$ cat src/rtl/mixcol_pkg.sv
package mixcol_pkg;
  localparam int BYTE_W    = 8;
  localparam int COL_BYTES = 4;
  localparam int COL_W     = BYTE_W * COL_BYTES;

  typedef logic [BYTE_W-1:0] byte_t;
  typedef byte_t [COL_BYTES-1:0] col_t;

  localparam byte_t REDUCE = 8'h1B;

  function automatic byte_t xtime(byte_t b);
    return {b[BYTE_W-2:0], 1'b0} ^ (b[BYTE_W-1] ? REDUCE : byte_t'(0));
  endfunction
endpackage

$ cat src/rtl/mixcol_term.sv
// Per-byte contribution to the four accumulators; forward is a truncated inverse path.
module mixcol_term
  import mixcol_pkg::*;
(
  input  byte_t t_i,
  input  logic  inv_i,
  output col_t  add_o
);
  byte_t d1, d2, d3, tail;

  always_comb begin
    d1 = xtime(t_i);
    d2 = xtime(d1);
    d3 = xtime(d2);
    add_o    = '0;
    add_o[0] = t_i;
    add_o[1] = t_i;
    add_o[2] = t_i;
    if (inv_i) begin
      add_o[2] = add_o[2] ^ d1;
      add_o[3] = add_o[3] ^ d1;
      add_o[1] = add_o[1] ^ d2;
      add_o[3] = add_o[3] ^ d2;
      add_o[0] = add_o[0] ^ d3;
      add_o[1] = add_o[1] ^ d3;
      tail = d3;
    end else begin
      tail = d1;
    end
    add_o[2] = add_o[2] ^ tail;
    add_o[3] = add_o[3] ^ tail;
  end
endmodule

$ cat src/rtl/mixcol_acc.sv
module mixcol_acc
  import mixcol_pkg::*;
(
  input  logic clk_i,
  input  logic rst_ni,
  input  logic en_i,
  input  logic first_i,
  input  col_t add_i,
  output col_t sum_o
);
  col_t acc_q, mixed;

  always_comb mixed = (first_i ? col_t'('0) : acc_q) ^ add_i;

  // rotate down: slot j takes slot j+1
  for (genvar j = 0; j < COL_BYTES; j++) begin : g_rot
    assign sum_o[j] = mixed[(j + 1) % COL_BYTES];
  end

  always_ff @(posedge clk_i or negedge rst_ni) begin
    if (!rst_ni)   acc_q <= '0;
    else if (en_i) acc_q <= sum_o;
  end
endmodule

$ cat src/rtl/mixcol_seq.sv
module mixcol_seq #(
  parameter int NUM_COLS = 4,
  localparam int STEPS  = NUM_COLS * mixcol_pkg::COL_BYTES,
  localparam int CNT_W  = $clog2(STEPS),
  localparam int ROW_W  = $clog2(mixcol_pkg::COL_BYTES),
  localparam int CIDX_W = CNT_W - ROW_W
) (
  input  logic              clk_i,
  input  logic              rst_ni,
  input  logic              start_i,
  input  logic              inv_i,
  output logic              load_o,
  output logic              busy_o,
  output logic              done_o,
  output logic              inv_o,
  output logic [CIDX_W-1:0] col_o,
  output logic [ROW_W-1:0]  row_o,
  output logic              first_o,
  output logic              last_o
);
  logic [CNT_W-1:0] cnt_q;
  logic             step_end;

  assign load_o   = start_i & ~busy_o;
  assign row_o    = cnt_q[ROW_W-1:0];
  assign col_o    = cnt_q[CNT_W-1:ROW_W];
  assign first_o  = (row_o == '0);
  assign last_o   = (row_o == ROW_W'(mixcol_pkg::COL_BYTES - 1));
  assign step_end = (cnt_q == CNT_W'(STEPS - 1));

  always_ff @(posedge clk_i or negedge rst_ni) begin
    if (!rst_ni) begin
      busy_o <= 1'b0;
      done_o <= 1'b0;
      inv_o  <= 1'b0;
      cnt_q  <= '0;
    end else begin
      done_o <= 1'b0;
      if (load_o) begin
        busy_o <= 1'b1;
        inv_o  <= inv_i;
        cnt_q  <= '0;
      end else if (busy_o) begin
        cnt_q <= cnt_q + 1'b1;
        if (step_end) begin
          busy_o <= 1'b0;
          done_o <= 1'b1;
          cnt_q  <= '0;
        end
      end
    end
  end

  AST_DONE_PULSE: assert property (@(posedge clk_i) disable iff (!rst_ni)
    done_o |=> !done_o);
  AST_DONE_ENDS_RUN: assert property (@(posedge clk_i) disable iff (!rst_ni)
    done_o |-> !busy_o && $past(busy_o));
  AST_IDLE_CNT_ZERO: assert property (@(posedge clk_i) disable iff (!rst_ni)
    !busy_o |-> cnt_q == '0);
  AST_MODE_HELD: assert property (@(posedge clk_i) disable iff (!rst_ni)
    busy_o && $past(busy_o) |-> $stable(inv_o));
endmodule

$ cat src/rtl/mixcol_engine.sv
module mixcol_engine #(
  parameter int NUM_COLS = 4,
  localparam int STATE_W = NUM_COLS * mixcol_pkg::COL_W
) (
  input  logic               clk_i,
  input  logic               rst_ni,
  input  logic               start_i,
  input  logic               inv_i,
  input  logic [STATE_W-1:0] state_i,
  output logic               busy_o,
  output logic               done_o,
  output logic [STATE_W-1:0] state_o
);
  import mixcol_pkg::*;

  localparam int STEPS  = NUM_COLS * COL_BYTES;
  localparam int CNT_W  = $clog2(STEPS);
  localparam int ROW_W  = $clog2(COL_BYTES);
  localparam int CIDX_W = CNT_W - ROW_W;

  logic               load, inv_run, first, last;
  logic [CIDX_W-1:0]  col;
  logic [ROW_W-1:0]   row;
  logic [STATE_W-1:0] data_q;
  byte_t              cur;
  col_t               add, sum;

  mixcol_seq #(.NUM_COLS(NUM_COLS)) u_seq (
    .clk_i   (clk_i),
    .rst_ni  (rst_ni),
    .start_i (start_i),
    .inv_i   (inv_i),
    .load_o  (load),
    .busy_o  (busy_o),
    .done_o  (done_o),
    .inv_o   (inv_run),
    .col_o   (col),
    .row_o   (row),
    .first_o (first),
    .last_o  (last)
  );

  always_comb cur = data_q[int'(col) * COL_W + int'(row) * BYTE_W +: BYTE_W];

  mixcol_term u_term (
    .t_i   (cur),
    .inv_i (inv_run),
    .add_o (add)
  );

  mixcol_acc u_acc (
    .clk_i   (clk_i),
    .rst_ni  (rst_ni),
    .en_i    (busy_o),
    .first_i (first),
    .add_i   (add),
    .sum_o   (sum)
  );

  // In-place write-back: accumulator j holds output row j+1 after the final rotate.
  always_ff @(posedge clk_i or negedge rst_ni) begin
    if (!rst_ni) begin
      data_q <= '0;
    end else if (load) begin
      data_q <= state_i;
    end else if (busy_o && last) begin
      for (int j = 0; j < COL_BYTES; j++) begin
        data_q[int'(col) * COL_W + ((j + 1) % COL_BYTES) * BYTE_W +: BYTE_W] <= sum[j];
      end
    end
  end

  assign state_o = data_q;

  AST_OUT_HOLD: assert property (@(posedge clk_i) disable iff (!rst_ni)
    !busy_o && $past(!busy_o) |-> $stable(state_o));
  AST_RESET_IDLE: assert property (@(posedge clk_i) disable iff (!rst_ni)
    $rose(busy_o) |-> !done_o);
endmodule

$ cat config.mk
export PLATFORM = sky130hd
export DESIGN_NAME = mixcol_engine
export DESIGN_NICKNAME = d
export VERILOG_FILES = /design/src/rtl/mixcol_pkg.sv /design/src/rtl/mixcol_term.sv /design/src/rtl/mixcol_acc.sv /design/src/rtl/mixcol_seq.sv /design/src/rtl/mixcol_engine.sv
export SDC_FILE = /design/constraint.sdc
export NUM_CORES = 1
export LEC_CHECK = 0
export ABC_AREA = 1
export CELL_PAD_IN_SITES_DETAIL_PLACEMENT = 0
export CELL_PAD_IN_SITES_GLOBAL_PLACEMENT = 1
export CORE_MARGIN = 3
export CORE_UTILIZATION = 32
export CTS_CLUSTER_SIZE = 28
export DETAILED_ROUTE_END_ITERATION = 16
export GPL_TIMING_DRIVEN = 0
export PLACE_DENSITY = 0.8
export SETUP_SLACK_MARGIN = 0.2
export SLEW_MARGIN = 40
export SYNTH_ARGS = -nofsm -noshare
export SYNTH_HDL_FRONTEND = slang
export SYNTH_SLANG_ARGS = --single-unit
$ cat constraint.sdc
create_clock -name clk_i -period 2.85 [get_ports clk_i]
set_clock_uncertainty 0.15 [all_clocks]
set_input_delay 0.285 -clock clk_i [delete_from_list [all_inputs] [get_ports clk_i]]
set_output_delay 0.285 -clock clk_i [all_outputs]
set_load 0.01 [all_outputs]
# Word-level counts from Yosys, hierarchy flattened
# Index checks and enable logic that the tools add are counted.
[totals]
ff_bits = 167
output_inout_bits = 130
elab_cells = 67
[classes]
n_addsub = 9
eq_ne = 2
n_shift = 9
muxes = 21
bitwise_logic = 13
n_reduce_logical = 4
[op_table]
columns = ["op", "count"]
rows = [
  ["128-bit bitwise mux", 4],
  ["8-bit by 33-bit variable shift with 128-bit output (first input constant)", 4],
  ["8-bit by 33-bit indexed part select with 128-bit output", 4],
  ["128-bit 2-to-1 mux", 2],
  ["128-bit by 9-bit indexed part select with 8-bit output", 1],
  ["8-bit negator with 33-bit output", 3],
  ["8-bit XOR", 10],
  ["32-bit 2-to-1 mux", 2],
  ["7-bit negator with 33-bit output", 1],
  ["32-bit XOR", 1],
  ["7-bit by 5-bit adder with 8-bit output (second input constant)", 2],
  ["5-bit 2-to-1 mux", 3],
  ["4-bit 2-to-1 mux", 3],
  ["7-bit by 4-bit adder with 8-bit output (second input constant)", 1],
  ["7-bit by 5-bit adder with 8-bit output", 1],
  ["8-bit 2-to-1 mux", 1],
  ["1-bit 2-to-1 mux", 6],
  ["4-bit by 1-bit adder with 4-bit output (second input constant)", 1],
  ["4-bit == test (second input constant)", 1],
  ["2-bit nonzero test", 2],
  ["2-bit == test (second input constant)", 1],
  ["2-bit zero test", 1],
  ["1-bit bitwise AND", 1],
  ["1-bit logical AND", 1],
  ["1-bit inverter", 1],
]

# Longest topological paths before layout
[depth]
depth_word = 19
mapped_depth = 22

# Modules after synthesis
# Synthesis repeated with hierarchy kept, for this count alone.
[hier_totals]
cells_unflattened = 1639
hier_area_um2 = 10965.5
[by_module_without_submodules]
columns = ["module", "n_inst", "cells_per_inst", "area_per_inst_um2", "seq_area_each_um2"]
rows = [
  ["mixcol_engine", 1, 1155, 7778.7, 3203.1],
  ["mixcol_acc", 1, 303, 2028.2, 800.8],
  ["mixcol_term", 1, 144, 832.0, 0.0],
  ["mixcol_seq", 1, 37, 326.6, 175.2],
]

# Least setup slack after synthesis
# No wires, ideal clock.
[synth_timing]
kind = "flip-flop to flip-flop"
startpoint = "register u_seq.cnt_q[2]"
endpoint = "register data_q[15], in the netlist state_o[15]"
setup_time_ps = 88
arrival_time_ps = 2819
slack_ps = -207
path_stages_with_launch = 13
path_buffers = 4
period_less_slack_ps = 3057
path_cell_list = "dfrtp_1 -> buf_6 -> inv_6 -> buf_2 -> buf_1 -> clkbuf_1 -> ha_1 -> inv_1 -> nor2_1 -> inv_1 -> nor3_1 -> clkinv_1 -> o211ai_1"
[synth_between]
elab_chain_len = 16
elab_cells_between_ends = 39
cone_classes = "add/sub (8); shift (9); mux (11); bitwise (11)"
[synth_rtl]
columns = ["element", "line", "text"]
rows = [
  ["start, declared", "mixcol_seq.sv:21", "logic [CNT_W-1:0] cnt_q;"],
  ["start signal, assigned", "mixcol_seq.sv:44", "cnt_q <= cnt_q + 1'b1;"],
  ["7-bit by 5-bit adder with 8-bit output", "mixcol_engine.sv:43", "always_comb cur = data_q[int'(col) * COL_W + int'(row) * BYTE_W +: BYTE_W];"],
  ["128-bit by 9-bit indexed part select with 8-bit output", "mixcol_engine.sv:43", ""],
  ["8-bit XOR / 5-bit 2-to-1 mux (equally long branches)", "mixcol_pkg.sv:12", "return {b[BYTE_W-2:0], 1'b0} ^ (b[BYTE_W-1] ? REDUCE : byte_t'(0));"],
  ["5-bit 2-to-1 mux / 8-bit XOR (equally long branches)", "mixcol_pkg.sv:12", ""],
  ["8-bit XOR / 5-bit 2-to-1 mux (equally long branches)", "mixcol_pkg.sv:12", ""],
  ["8-bit XOR, on equally long branches", "mixcol_term.sv:22, mixcol_pkg.sv:12", ""],
  ["8-bit XOR", "mixcol_term.sv:25", "add_o[1] = add_o[1] ^ d3;"],
  ["32-bit 2-to-1 mux", "mixcol_term.sv:19", "if (inv_i) begin"],
  ["32-bit XOR", "mixcol_acc.sv:13", "always_comb mixed = (first_i ? col_t'('0) : acc_q) ^ add_i;"],
  ["8-bit by 33-bit indexed part select with 128-bit output", "mixcol_engine.sv:68", "data_q[int'(col) * COL_W + ((j + 1) % COL_BYTES) * BYTE_W +: BYTE_W] <= sum[j];"],
  ["128-bit bitwise mux (3 in a row)", "mixcol_engine.sv:68", ""],
  ["128-bit bitwise mux (*)", "mixcol_engine.sv:68", ""],
  ["128-bit 2-to-1 mux (*)", "mixcol_engine.sv:66", "end else if (busy_o && last) begin"],
  ["128-bit 2-to-1 mux (*)", "mixcol_engine.sv:64", "end else if (load) begin"],
  ["end signal, assigned", "mixcol_engine.sv:65", "data_q <= state_i;"],
  ["end signal, assigned by index", "mixcol_engine.sv:68", ""],
  ["end, declared", "mixcol_engine.sv:24", "logic [STATE_W-1:0] data_q;"],
]
# Every way passes the cells marked *; elsewhere a longest branch is shown, timed or not. The select of a mux whose other input is x is not followed.
# A chain may end at the register's enable or synchronous reset.

# Worst setup path after layout
[layout_timing]
startpoint = "register u_seq.cnt_q[2]"
endpoint = "register data_q[33], in the netlist state_o[33]"
# The elaborated chain is that of the path after synthesis.

==> flow_summary_export.csv <==
group,metric,value,unit
run_status,status,"finished, final reports clean",
cts,cts_tree,"yes",
job,drv_cap,0,
place,gp_congestion,0.9667,
setup_path,end_kind,"register",
cts,clock-sinks,167,
synth,synth-seq-area-share,0.3958,
synth,synth_cells,1465,
synth,ys_seq_elements,167,
global_routing,gr-usage-met2,0.4455,
place,placed_cell_area,13830,sq um
timing,hold_viol,0,
cts,cts_buffer_depth,2,
global_routing,overflow,0,
synth,synth_cell_types,45,
drt,antenna_left,0,
global_routing,grt_max_degree,73,
final_layout,final_nets,1951,
setup_path,cpPeakStageDelay,0.63,ns
final_layout,syn_to_final_growth,55.01,%
floorplanning,core,32040,sq um
setup_path,slowest_stage,"buf_1",
floorplanning,initial_utilization,0.3295,
synth,synthFlopType,"dfrtp_1",
floorplanning,die_y,187.6,microns
global_routing,grt_pass1_vias,11560,
final_layout,final_area,16370,sq um
timing,min_period_over_period,0.9718,
synth,postSynth.asyncResetShare,1.000,
place,io_buffer_count,261,
cts,clk_pin_slew,0.08,ns
synth,syn_avg_cell_area,7.207,sq um
final_layout,nFillCells,3078,
floorplanning,ios,262,
floorplanning,dieArea,35210,sq um
global_routing,grt.busiest_layer,"met2",
floorplanning,fp-row-count,65,
timing,final-max-slew-violation-count,0,
drt,drtPass1Iterations,8,
cts,h-tree-depth,4,
drt,drt_iter0_markers,1222,
timing,grt_setup_unrepaired,"true",
drt,wl_per_cell,22.75,microns
timing,min_period,2.770,ns
cts,clock_latency,0.45,ns
global_routing,use_met1,0.3788,
drt,via_count,11870,
setup_path,path_cells,"buf_6, inv_8, buf_8, buf_6, buf_8, ha_4, inv_1, buf_1, nand4_1, nand3_1",
synth,syn_area,10560,sq um
hold_path,hp-class,"input pin to async pin",
setup_path,crit_arrival,2.99,ns
drt,drc,0,
synth,syn_nets,1603,
setup_path,startpoint_type,"register",
floorplanning,die_x,187.6,microns
timing,fmax,0.3611,GHz
place,dpl.hpwl,38.07,mm
cts,root_buffer,"clkbuf_16",
setup_path,cp.required,3.07,ns
timing,setup_viol,0,
timing,relSlewSlack,0.4445,
global_routing,grt_usage,0.2797,
timing,tightest_slew,0.8332,ns
drt,vias_per_cell,5.249,
setup_path,path_class,"register to register",
cts,cts_buffers,17,
synth,synth-edff-count,0,
global_routing,antenna_found_initial,0,
global_routing,grt_util_met3,0.05515,
final_layout,drive_gt1_frac,0.2152,
setup_path,cp_max_fo,11,
synth,synth-warning-count,0,
final_layout,antenna_cells,0,
global_routing,grt_pass1_wl,74.06,mm
drt,drt_wl_total,51.44,mm
## critical path, delay by kind of cell, from the launching register on
kind | cells | cell delay [ns]
adders and majority gates | 1 | 0.20
buffers and inverters | 7 | 1.43
and+or+nand+nor | 2 | 0.49
DFF | 1 | 0.40
## routing by layer
| metal | part of all wire | wire length [microns] |
|---|---|---|
| met5 | 0 | 0 |
| met3 | 0.085 | 4379 |
| met2 | 0.47 | 24140 |
| met4 | 0.033 | 1690 |
| met1 | 0.41 | 21230 |
## path summary, 6_finish.rpt
kind,from,to,slack (ns),cells after the start
worst max register to register,u_seq.cnt_q[2]$_DFFE_PN0P_,state_o[33]$_DFFE_PN0P_,0.08,10
max in group asynchronous,rst_ni,u_seq.cnt_q[0]$_DFFE_PN0P_,1.36,4
worst min-delay path,rst_ni,u_acc.acc_q[13]$_DFFE_PN0P_,0.16,2
min in group clk_i,inv_i,u_seq.inv_o$_DFFE_PN0P_,0.25,3
worst max-delay path,u_seq.cnt_q[2]$_DFFE_PN0P_,state_o[33]$_DFFE_PN0P_,0.08,10
worst min register to register,u_acc.acc_q[23]$_DFFE_PN0P_,u_acc.acc_q[23]$_DFFE_PN0P_,0.34,2
## what timing repair did
action                                 in CTS  in global routing
endpoints found under the hold margin      95                  0
pin swaps                                  33                 65
setup endpoints to repair                 160                158
hold buffers                                1                  0
setup buffers                              45                 16
resized for setup                         180                133
gates cloned                                1                  3
## cells by family after synthesis
| kind of cell | after synthesis | synth area share |
|---|---|---|
| simple gates | 829 | 0.3391 |
| buf+inv | 239 | 0.09907 |
| compound gates | 176 | 0.1091 |
| flops | 167 | 0.3958 |
| xor+xnor | 48 | 0.04977 |
| fa+ha+maj | 6 | 0.007111 |
## placed cells by master (no fill, tap or decap), drive strengths merged, types with 2 or more instances in the layout
cell / count
inv: 166
nand2: 581
nand4: 18
clkdlybuf4s50: 260
nor3: 6
or2: 2
ha: 6
dfrtp: 167
o21bai: 12
o221ai: 4
a21oi: 13
a22o: 23
o21ai: 73
nand3: 148
nor2: 70
o22ai: 2
xor2: 40
o211ai: 47
clkbuf: 54
xnor2: 8
clkinv: 8
buf: 108
nor4: 2
## stage by stage
stage / setup TNS (ns) / setup WS [ns] / hold WS, ns / std cells / utilization
after CTS: 0 / 0.1169 / 0.1774 / 2242 / 0.4888
after floorplan: 0 / 0.2490 / -0.1606 / 1465 / -
after global placement: -1060.67 / -6.020 / 0.3148 / 2161 / 0.4287
after detailed placement: -55.91 / -0.8945 / 0.04796 / 2163 / 0.4315
final: 0 / 0.08041 / 0.1607 / 2261 / 0.5107
after global routing: 0 / 0.01065 / 0.1928 / 2261 / 0.5107
## final cells by class
type                       instances  area (sq um)  area share
buffer                            77         636.9     0.03891
timing repair buffer             329          3346      0.2044
clock inverter                    14         176.4     0.01078
tap                              435         544.3     0.03326
clock buffer                      18         439.2     0.02683
sequential                       167          4180      0.2554
multi-input combinational       1059          6376      0.3896
inverter                         162         666.9     0.04075
## flip-flops by register name, indices dropped and copies added, names as in the netlist
signal / cells
u_seq.inv_o: 1
u_seq.busy_o: 1
u_acc.acc_q: 32
state_o: 128
u_seq.done_o: 1
u_seq.cnt_q: 4
## cells in the mapped netlist (13+ instances only)
master	instances	area share
o211ai_1	45	0.032
a21oi_1	13	0.0062
xor2_1	31	0.026
o21ai_1	13	0.0062
nand4_1	18	0.011
nor2_1	61	0.022
o21ai_0	59	0.028
nand2_2	28	0.017
nand2_1	545	0.19
nand3_1	141	0.067
buf_6	14	0.015
inv_1	142	0.050
clkbuf_1	36	0.013
dfrtp_1	167	0.40
a22o_1	23	0.019
Power is not shown: default switching activity piles up to over one toggle a cycle in this logic, so the estimate is an artifact.
